$ cat config.mk
export PLATFORM = sky130hd
export DESIGN_NAME = nodecfg_regs
export DESIGN_NICKNAME = d
export VERILOG_FILES = /design/src/rtl/hr_pkg.sv /design/src/rtl/hr_decode.sv /design/src/rtl/hr_node_ctl.sv /design/src/rtl/hr_rdmux.sv /design/src/rtl/nodecfg_regs.sv
export SDC_FILE = /design/constraint.sdc
export NUM_CORES = 1
export LEC_CHECK = 0
export BUFFER_PORTS_ARGS = -buffer_cell sky130_fd_sc_hd__buf_2
export CAP_MARGIN = 15
export CORE_MARGIN = 5
export CORE_UTILIZATION = 45
export CTS_CLUSTER_SIZE = 16
export DETAILED_ROUTE_END_ITERATION = 8
export GPL_ROUTABILITY_DRIVEN = 0
export PLACE_DENSITY = 0.75
export RECOVER_POWER = 100
export SETUP_SLACK_MARGIN = 0.05
export SYNTH_ARGS = -nofsm -noshare
export SYNTH_HDL_FRONTEND = slang
export SYNTH_HIERARCHICAL = 1
export SYNTH_SLANG_ARGS = --single-unit
$ cat constraint.sdc
create_clock -name clk -period 1.48 [get_ports clk]
set_input_delay 0.37 -clock clk [delete_from_list [all_inputs] [get_ports clk]]
set_output_delay 0.37 -clock clk [all_outputs]
set_load 0.02 [all_outputs]
$ cat src/rtl/hr_pkg.sv
package hr_pkg;
    localparam logic [3:0] OFS_CFG  = 4'h0;
    localparam logic [3:0] OFS_MSEL = 4'h1;
    localparam logic [3:0] OFS_ISEL = 4'h2;
    localparam logic [3:0] OFS_NODE = 4'h5;
    localparam logic [3:0] OFS_EXT  = 4'h7;
    localparam logic [3:0] OFS_RST_LO = 4'h8;
    localparam logic [3:0] OFS_RST_HI = 4'hB;

    typedef struct packed {
        logic cfg_wr;
        logic node_wr;
        logic ext_wr;
        logic swrst;
    } dec_t;
endpackage

$ cat src/rtl/hr_decode.sv
module hr_decode
    import hr_pkg::*;
#(
    parameter int ADDR_W = 4
) (
    input  logic [ADDR_W-1:0] addr,
    input  logic              rd,
    input  logic              wr,
    output dec_t              dec
);
    localparam logic [ADDR_W-1:0] A_CFG  = ADDR_W'(OFS_CFG);
    localparam logic [ADDR_W-1:0] A_NODE = ADDR_W'(OFS_NODE);
    localparam logic [ADDR_W-1:0] A_EXT  = ADDR_W'(OFS_EXT);
    localparam logic [ADDR_W-1:0] A_RLO  = ADDR_W'(OFS_RST_LO);
    localparam logic [ADDR_W-1:0] A_RHI  = ADDR_W'(OFS_RST_HI);

    always_comb begin
        dec.cfg_wr  = wr && (addr == A_CFG);
        dec.node_wr = wr && (addr == A_NODE);
        dec.ext_wr  = wr && (addr == A_EXT);
        dec.swrst   = (rd || wr) && (addr >= A_RLO) && (addr <= A_RHI);
    end
endmodule

$ cat src/rtl/hr_node_ctl.sv
module hr_node_ctl #(
    parameter int DATA_W = 8
) (
    input  logic              clk,
    input  logic              rst_n,
    input  logic [DATA_W-1:0] node_sw,
    input  logic              node_wr,
    input  logic [DATA_W-1:0] wdata,
    input  logic              swrst_hit,
    output logic [DATA_W-1:0] node_val,
    output logic              tx_en,
    output logic              ram_visible
);
    typedef struct packed {
        logic [DATA_W-1:0] node;
        logic              tx_ok;
        logic              ram_ok;
        logic              armed;
    } node_st_t;

    node_st_t st_d, st_q;
    logic     sw_zero;
    logic     wr_valid;

    always_comb begin
        sw_zero  = (node_sw == '0);
        wr_valid = node_wr && (wdata != '0);
        st_d     = st_q;
        if (!sw_zero) begin
            st_d.node   = node_sw;
            st_d.tx_ok  = 1'b0;
            st_d.ram_ok = 1'b0;
        end else if (node_wr) begin
            st_d.node  = wdata;
            st_d.tx_ok = wr_valid;
            if (wr_valid && st_q.armed) begin
                st_d.ram_ok = 1'b1;
                st_d.armed  = 1'b0;
            end
        end
        if (swrst_hit) begin
            st_d.armed = 1'b1;
        end
    end

    always_ff @(posedge clk or negedge rst_n) begin
        if (!rst_n) begin
            st_q <= '0;
        end else begin
            st_q <= st_d;
        end
    end

    assign node_val    = st_q.node;
    assign tx_en       = !sw_zero || st_q.tx_ok;
    assign ram_visible = !sw_zero || st_q.ram_ok;
endmodule

$ cat src/rtl/hr_rdmux.sv
module hr_rdmux
    import hr_pkg::*;
#(
    parameter int ADDR_W = 4,
    parameter int DATA_W = 8,
    parameter int MSEL_W = 5,
    parameter int ISEL_W = 3
) (
    input  logic [ADDR_W-1:0] addr,
    input  logic              rd,
    input  logic [DATA_W-1:0] cfg,
    input  logic [MSEL_W-1:0] msel,
    input  logic [ISEL_W-1:0] isel,
    input  logic [DATA_W-1:0] node,
    output logic [DATA_W-1:0] rdata
);
    always_comb begin
        rdata = '0;
        if (rd) begin
            if (addr == ADDR_W'(OFS_CFG)) begin
                rdata = cfg;
            end else if (addr == ADDR_W'(OFS_MSEL)) begin
                rdata = DATA_W'(msel);
            end else if (addr == ADDR_W'(OFS_ISEL)) begin
                rdata = DATA_W'(isel);
            end else if (addr == ADDR_W'(OFS_NODE)) begin
                rdata = node;
            end
        end
    end
endmodule

$ cat src/rtl/nodecfg_regs.sv
module nodecfg_regs
    import hr_pkg::*;
#(
    parameter int          ADDR_W  = 4,
    parameter int          DATA_W  = 8,
    parameter int          MSEL_W  = 5,
    parameter int          ISEL_W  = 3,
    parameter logic [7:0]  CFG_RST = 8'h1C
) (
    input  logic              clk,
    input  logic              rst_n,
    input  logic [ADDR_W-1:0] addr,
    input  logic              rd,
    input  logic              wr,
    input  logic [DATA_W-1:0] wdata,
    output logic [DATA_W-1:0] rdata,
    input  logic [DATA_W-1:0] node_sw,
    input  logic [MSEL_W-1:0] msel_sw,
    input  logic [ISEL_W-1:0] isel_sw,
    output logic              tx_en,
    output logic              ram_visible,
    output logic              swrst_pulse,
    output logic              ext_cs_n
);
    typedef struct packed {
        logic [DATA_W-1:0] cfg;
        logic              swrst;
        logic              ext_n;
    } top_st_t;

    dec_t              dec;
    top_st_t           st_d, st_q;
    logic [DATA_W-1:0] node_val;
    logic [DATA_W-1:0] cfg_q;

    hr_decode #(.ADDR_W(ADDR_W)) u_dec (
        .addr (addr),
        .rd   (rd),
        .wr   (wr),
        .dec  (dec)
    );

    hr_node_ctl #(.DATA_W(DATA_W)) u_node (
        .clk         (clk),
        .rst_n       (rst_n),
        .node_sw     (node_sw),
        .node_wr     (dec.node_wr),
        .wdata       (wdata),
        .swrst_hit   (dec.swrst),
        .node_val    (node_val),
        .tx_en       (tx_en),
        .ram_visible (ram_visible)
    );

    always_comb begin
        st_d       = st_q;
        st_d.swrst = dec.swrst;
        st_d.ext_n = !dec.ext_wr;
        if (dec.cfg_wr) begin
            st_d.cfg = wdata;
        end
    end

    always_ff @(posedge clk or negedge rst_n) begin
        if (!rst_n) begin
            st_q.cfg   <= DATA_W'(CFG_RST);
            st_q.swrst <= 1'b0;
            st_q.ext_n <= 1'b1;
        end else begin
            st_q <= st_d;
        end
    end

    assign cfg_q       = st_q.cfg;
    assign swrst_pulse = st_q.swrst;
    assign ext_cs_n    = st_q.ext_n;

    hr_rdmux #(
        .ADDR_W (ADDR_W),
        .DATA_W (DATA_W),
        .MSEL_W (MSEL_W),
        .ISEL_W (ISEL_W)
    ) u_rd (
        .addr  (addr),
        .rd    (rd),
        .cfg   (cfg_q),
        .msel  (msel_sw),
        .isel  (isel_sw),
        .node  (node_val),
        .rdata (rdata)
    );
endmodule

Word level (Yosys, flattened, before mapping)
Cells that the tools add are included.

storage, ports and cells
  register bits after elaboration = 21
  latch bits = 0
  bits in writable memories = 0
  memory bits (read-only) = 0
  bits of input ports = 32
  output and inout bits = 12
  memories kept = 0

operators by class
  $add $sub $neg = 0
  multipliers = 0
  div/mod/pow operators = 0
  $lt $le $gt $ge = 2
  equal/unequal tests = 6
  shift operators = 0
  muxes and demuxes = 10
  bitwise gates (word level) = 0
  reduce and logical (&&, ||, !) cells = 20

operator list
  cell                  count
  $mux W8               5
  $mux W11              1
  $mux W10              1
  $eq A4 B3 Y1 const B  2
  $logic_not A8 Y1      1
  $reduce_bool A8 Y1    1
  $logic_and A1 B1 Y1   7
  $reduce_bool A2 Y1    3
  $eq A4 B1 Y1 const B  1
  $eq A4 B2 Y1 const B  1
  $ge A4 B4 Y1 const B  1
  $le A4 B4 Y1 const B  1
  $logic_not A4 Y1      1
  $logic_or A1 B1 Y1    3
  $reduce_and A3 Y1     1
  $logic_not A1 Y1      2
  $mux W1               2
  $mux W2               1
  $ne A2 B1 Y1 const B  1
  $ne A2 B2 Y1 const B  1
  $reduce_and A2 Y1     1

Depth between registers and ports, before layout
Gate-level depths: netlist of the first run.

  depth after elaboration = 8
  depth in mapped cells = 6
  mapped depth without buffers = 5

Cells and area by module
The synthesis of the first run kept the hierarchy.

by module, submodules not included
  module        instances  cells each  area an instance (um^2)
  hr_node_ctl   1          71          643.1
  nodecfg_regs  1          20          390.4
  hr_rdmux      1          40          240.2
  hr_decode     1          8           65.1

Worst setup path after synthesis of the first run
OpenSTA, ideal clock, no wires.

  path kind = in2out
  start point = input port addr[2]
  end point = output port rdata[0]
  arrival = 1272 ps
  path slack = -162 ps
  stages = 4
  path buffers = 1
  path through = buf_2 -> nor4b_4 -> nand2_1 -> a21oi_1

on the way
  longest elaborated chain between the ends = 6
  elaborated cells on any way between the ends = 9
  those cells by class = eq/ne (3); mux (5); reduce/logical (1)

RTL lines
  what          RTL line            RTL
  from (decl)   nodecfg_regs.sv:12  input logic [ADDR_W-1:0] addr,
  $eq A4 B3 Y1  hr_rdmux.sv:26      end else if (addr == ADDR_W'(OFS_NODE)) begin
  $mux W8       hr_rdmux.sv:26
  $mux W8       hr_rdmux.sv:24      end else if (addr == ADDR_W'(OFS_ISEL)) begin
  $mux W8       hr_rdmux.sv:22      end else if (addr == ADDR_W'(OFS_MSEL)) begin
  $mux W8 *     hr_rdmux.sv:20      if (addr == ADDR_W'(OFS_CFG)) begin
  $mux W8 *     hr_rdmux.sv:19      if (rd) begin
  to (decl)     nodecfg_regs.sv:16  output logic [DATA_W-1:0] rdata,

Every way passes the cells marked *; elsewhere a longest branch is shown, timed or not.

Worst setup path after layout of the first run
  start point = input port addr[1]
  end point = output port rdata[2]

Same word-level chain as after synthesis.

==> results.json, run 1 <==
{
  "synth_cell_types": 31,
  "wirelength_um": 4050,
  "synthToLayoutAreaGrowth_pct": 54.2,
  "grtUsageTotal_pct": 18.4,
  "required_ns": 1.11,
  "cts.clk_slew.worst_paths_ns": 0.12,
  "grt_start_max_net_pins": 22,
  "syn_area_mm2": 0.00134,
  "antenna_found_initial": 0,
  "yosysWarnings": 6,
  "grt.overflow.total": 0,
  "fmax_ghz": 0.555,
  "fin_crit_ns": 1.80,
  "crit_top_cell": "buf_6",
  "dp_hpwl_um": 2850,
  "cp.buffers_inverters": 2,
  "antenna_cells": 0,
  "drt_iter0_markers": 31,
  "cts_made_buffers": 3,
  "fp.dieH_um": 64.5,
  "num_rows": 19,
  "viasPerCell": 5.54,
  "crit_slowest_cell": "or4_4",
  "root_buffer": "clkbuf_4",
  "drv_cap": 0,
  "cp-end-kind": "primary output",
  "path_class": "in2out",
  "ir_worst_vdd_mv": 0.714,
  "grt_pass1_wl_um": 6070,
  "synth_cells": 139,
  "cts.path.max_buffers": 2,
  "ys_ff_latch": 21,
  "fin_setup_tns_ns": -2.35,
  "worstPathCellList": "buf_6 -> or4_4 -> o21ai_4 -> a21oi_4 -> buf_6",
  "num_vias": 1312,
  "synth_top_area_share_pct": 31.8,
  "die_w_um": 64.5,
  "clock_latency_ns": 0.29,
  "synth-seq-area-share_pct": 39.6,
  "violations": "negative setup slack",
  "drc": 0,
  "dr.pass1.iters": 4,
  "synth_largest_area_cell": "dfrtp_1",
  "clock_sinks": 21,
  "skew_ns": 0.0000412,
  "finalPower_w": 0.00139,
  "rsz0062_at_grt": "true",
  "setup_slack_ns": -0.320,
  "grt_pass1_vias": 1319,
  "status": "complete, but fails checks",
  "final_antenna_net_count": 0,
  "hold_slack_ns": 0.229,
  "power_leakage_nw": 0.902,
  "htreeDepth": 1,
  "critPathLaunchType": "primary input",
  "tritoncts": "done",
  "wl_per_cell_um": 17.1,
  "hold_viol_final": 0,
  "hold_path_class": "in2async",
  "path_max_fanout": 5,
  "drv_slew": 0,
  "synth_area_leaders": "dfrtp_1 (32%), mux2_4 (9.0%), dfstp_2 (7.9%)",
  "pin_count": 44,
  "crit_family": "simple AND/OR/NAND/NOR gates",
  "slew_headroom_pct": 28.9,
  "setup_viol": 18,
  "slowest_delay_ns": 0.60,
  "nNetsFinal": 239,
  "core_mm2": 0.00281,
  "worst_pin_slew_ns": 1.07,
  "cellPowerDensity_mw_per_mm2": 672,
  "drive_above_1_share_pct": 64.6,
  "initial_core_util_pct": 47.7,
  "port_buffers": 43,
  "synth_nets": 171,
  "crit_arrival_ns": 1.43,
  "dieArea_mm2": 0.00417,
  "period_share_pct": 122,
  "avgSynthCellArea_um2": 9.63
}
## worst reg2reg max path: stages (launching register included)
cell	delay, ns
dfrtp_1	0.39
or2_2	0.29
o31a_1	0.10
## cell usage in the layout (no fill, tap or decap), types with 4 or more instances in the layout
master	n
nand3_1	6
buf_4	27
nand2b_1	10
clkbuf_4	4
a31oi_1	8
buf_2	25
clkbuf_2	4
nand2_2	4
nand2_1	6
dfstp_2	4
a21oi_2	11
buf_6	14
nor2_1	4
inv_1	9
dfrtp_1	17
mux2_4	8
## cell type report
class	count	area [um^2]
Sequential cell	21	531
Clock inverter	1	5.00
Multi-Input combinational cell	94	840
Timing Repair Buffer	78	594
Fill cell	209	741
Clock buffer	3	22.5
Inverter	9	33.8
Tap cell	31	38.8
## final timing paths
check	from	endpoint	slack, ns	depth (start not counted)
worst max-delay path	addr[1]	rdata[2]	-0.32	5
worst min-delay path	rst_n	u_node/st_q[2]$_DFFE_PN0P_	0.23	1
worst max register to register	u_node/st_q[0]$_DFFE_PN0P_	u_node/st_q[0]$_DFFE_PN0P_	0.59	2
worst min register to register	u_node/node_val[0]$_DFFE_PN0P_	u_node/node_val[0]$_DFFE_PN0P_	0.55	2
max in group asynchronous	rst_n	u_node/node_val[0]$_DFFE_PN0P_	0.61	1
min in group clk	wdata[1]	cfg_q[1]$_DFFE_PN0P_	0.33	2
## state kept, by name, summed over array words and instances, names as in the netlist
name / flops
ext_cs_n: 1
u_node/st_q: 3
swrst_pulse: 1
u_node/node_val: 8
cfg_q: 8
## routing by layer
metal	track usage, %	wire [um]	vias up	part of all wire (%)
li1	-	-	617	-
met1	22.2	1650	625	41
met2	32.9	2080	60	51
met3	3.11	246	10	6.1
met4	6.60	78	0	1.9
met5	0	0	-	0
## synthesized netlist by cell type, drive strengths merged
cell,instances
dfrtp,17
or4,3
a21oi,15
inv,9
nor4b,1
nand3,6
nor3,3
dfstp,4
o31a,1
o211ai,3
o21ai,5
or2,3
nor2,6
nand2b,11
buf,14
mux2,8
a21bo,3
nor3b,1
a31oi,8
o2bb2ai,2
nand2,11
and3b,1
clkbuf,1
nor4,3
## power by group
group | switching (W) | internal [W]
logic | 0.000173 | 0.000227
clock network | 0.000172 | 0.000101
registers | 0.0000613 | 0.000653
total | 0.000407 | 0.000980
## metrics by stage
stage                     utilization [%]  instances  cell area [um^2]  worst slack [ns]
after global routing                 73.6        237              2060            -0.350
after global placement               63.6        225              1780            -0.310
after CTS                            69.4        230              1950            -0.336
after detailed placement             63.6        225              1780            -0.351
final                                73.6        237              2060            -0.320
after floorplan                         -        139              1430           -0.0552
## what timing repair did
item                                    CTS  global route
hold endpoints to repair                  0             0
endpoints found under the setup margin   10            17
setup buffers                             1             5
pin swaps                                 9            23
cloned                                    0             2
hold buffers                              0             0
resized for setup                        34            22
## cell families (layout without fill, tap and decap cells)
group | Yosys count | count (layout) | synth area share, %
compound gates | 37 | 37 | 17.4
buf+inv | 24 | 91 | 10.0
flops | 21 | 21 | 39.6
mux | 8 | 8 | 8.97
simple gates | 49 | 49 | 24.0
(Power assumes the default switching activity.)
==> run 2: changes to the inputs <==
==> constraint.sdc (replaced) <==
create_clock -name clk -period 1.48 [get_ports clk]
set_input_delay 0.222 -clock clk [delete_from_list [all_inputs] [get_ports clk]]
set_output_delay 0.222 -clock clk [all_outputs]
set_load 0.02 [all_outputs]
==> results.json, run 2 (synthesis gave the netlist of run 1 again) <==
{
  "status": "complete, but fails checks",
  "violations": "negative setup slack",
  "power.internal_w": 0.000952,
  "setup_viol": 2,
  "final_cell_mix": "buf_2 (35), buf_4 (21), dfrtp_1 (17)",
  "clock_sinks": 21,
  "pwr-share-clk_pct": 20.9,
  "seqPwrFrac_pct": 53.1,
  "num_rows": 19,
  "dr.pass1.iters": 4,
  "slowest_delay_ns": 0.21,
  "clock_latency_ns": 0.30,
  "hold_viol_final": 0,
  "root_buffer": "clkbuf_4",
  "cellPowerDensity_mw_per_mm2": 755,
  "crit_arrival_ns": 1.30,
  "initial_core_util_pct": 47.7,
  "fin_setup_tns_ns": -0.0785,
  "reg2reg_from": "u_node/st_q[0]$_DFFE_PN0P_",
  "multi_input_area_um2": 722,
  "r2r_end": "u_node/st_q[0]$_DFFE_PN0P_",
  "antenna_found_initial": 0,
  "wl_per_cell_um": 17.0,
  "grt_pass1_wl_um": 5710,
  "dieArea_mm2": 0.00417,
  "nNetsFinal": 223,
  "grt_start_max_net_pins": 22,
  "crit_slowest_cell": "nor2_1",
  "pin_count": 44,
  "path_max_fanout": 3,
  "finalPower_w": 0.00132,
  "rsz0062_at_grt": "true",
  "drt_iter0_markers": 48,
  "critPathLaunchType": "primary input",
  "tritoncts": "done",
  "fmax_ghz": 0.657,
  "ir_worst_vdd_mv": 0.419,
  "topRoutingLayerUsed": "met4",
  "cts.clk_slew.worst_paths_ns": 0.12,
  "synthToLayoutAreaGrowth_pct": 31.0,
  "drive_above_1_share_pct": 52.1,
  "r2r_cells": 2,
  "cts_made_buffers": 3,
  "power_leakage_nw": 0.785,
  "cp.buffers_inverters": 4,
  "grt.overflow.total": 0,
  "grt_pass1_vias": 1248,
  "wirelength_um": 3760,
  "final_antenna_net_count": 0,
  "place_ws_ns": -0.0283,
  "num_vias": 1239,
  "fp.dieH_um": 64.5,
  "setup_slack_ns": -0.0421,
  "htreeDepth": 1,
  "fin_crit_ns": 1.52,
  "drc": 0,
  "seqCellArea_um2": 531,
  "drv_cap": 0,
  "met2_wirelength_um": 2030,
  "hold_path_class": "in2reg",
  "ff2ff_setup_slack_ns": 0.57,
  "viasPerCell": 5.61,
  "min_path_cells": 2,
  "port_buffers": 43,
  "comb_power_share_pct": 26.0,
  "final_area_mm2": 0.00175,
  "p_switching_w": 0.000372,
  "wl_met1_um": 1510,
  "worst_pin_slew_ns": 0.462,
  "hold_end": "cfg_q[1]$_DFFE_PN0P_",
  "hold_start": "wdata[1]",
  "core_mm2": 0.00281,
  "path_class": "in2out",
  "grtUsageTotal_pct": 17.5,
  "postPlaceCellArea_mm2": 0.00157,
  "slew_headroom_pct": 69.2,
  "crit_family": "buffers and inverters",
  "worstPathCellList": "buf_6 -> buf_4 -> nor2_1 -> buf_4 -> o211ai_1 -> a21oi_2 -> buf_6",
  "die_w_um": 64.5,
  "fill_cells": 227,
  "cts.path.max_buffers": 2,
  "layout_commonest_cell": "buf_2",
  "period_share_pct": 103,
  "cp-end-kind": "primary output",
  "skew_ns": 0.00788,
  "dp_hpwl_um": 2840,
  "wl_met3_um": 143,
  "required_ns": 1.26,
  "drv_slew": 0,
  "p_sw_share_pct": 28.1,
  "antenna_cells": 0
}
==> run 2: timing repair <==
item / 4_1_cts / 5_1_grt
endpoints found under the hold margin: 17 / 0
pin swaps: 10 / 7
resized for setup: 9 / 14
buffers inserted: 2 / 6
setup endpoints to repair: 5 / 8
hold buffers: 1 / 0
==> run 2: through the flow <==
step	hold slack [ns]	instances	util (%)
5_1_grt	0.159	221	62.5
3_5_place_dp	0.202	208	55.9
2_1_floorplan	-0.0736	139	-
6_report	0.166	221	62.5
3_3_place_gp	0.201	208	55.9
4_1_cts	0.161	215	58.9
==> run 2: routing by layer <==
metal	track usage (%)	vias to the layer above
met5	0	-
met4	8.44	0
met3	2.94	8
met2	31.3	45
met1	20.2	604
li1	-	582
==> run 2: power by group through the flow <==
stage                     logic [W]  registers (W)  clock network [W]
final                      0.000344       0.000704           0.000276
after global placement     0.000274       0.000707                  0
after floorplan            0.000182       0.000690                  0
after CTS                  0.000315       0.000701           0.000283
after global routing       0.000369       0.000711           0.000315
after detailed placement   0.000284       0.000710                  0
==> run 2: how the worst max path moves through the flow <==
stage / from / endpoint / depth (start not counted)
final: addr[3] / rdata[0] / 7
after global routing: u_node/node_val[2]$_DFFE_PN0P_ / rdata[2] / 4
after CTS: u_node/node_val[2]$_DFFE_PN0P_ / rdata[2] / 4
after detailed placement: addr[2] / rdata[0] / 6
after global placement: addr[2] / rdata[1] / 5
after floorplan: addr[2] / rdata[0] / 4
==> run 2: layout make-up <==
class | count | area share [%]
sequential | 21 | 30.2
multi-input combinational | 94 | 41.2
inverter | 9 | 1.93
clock buffer | 4 | 1.50
timing repair buffer | 62 | 23.0
tap | 31 | 2.21
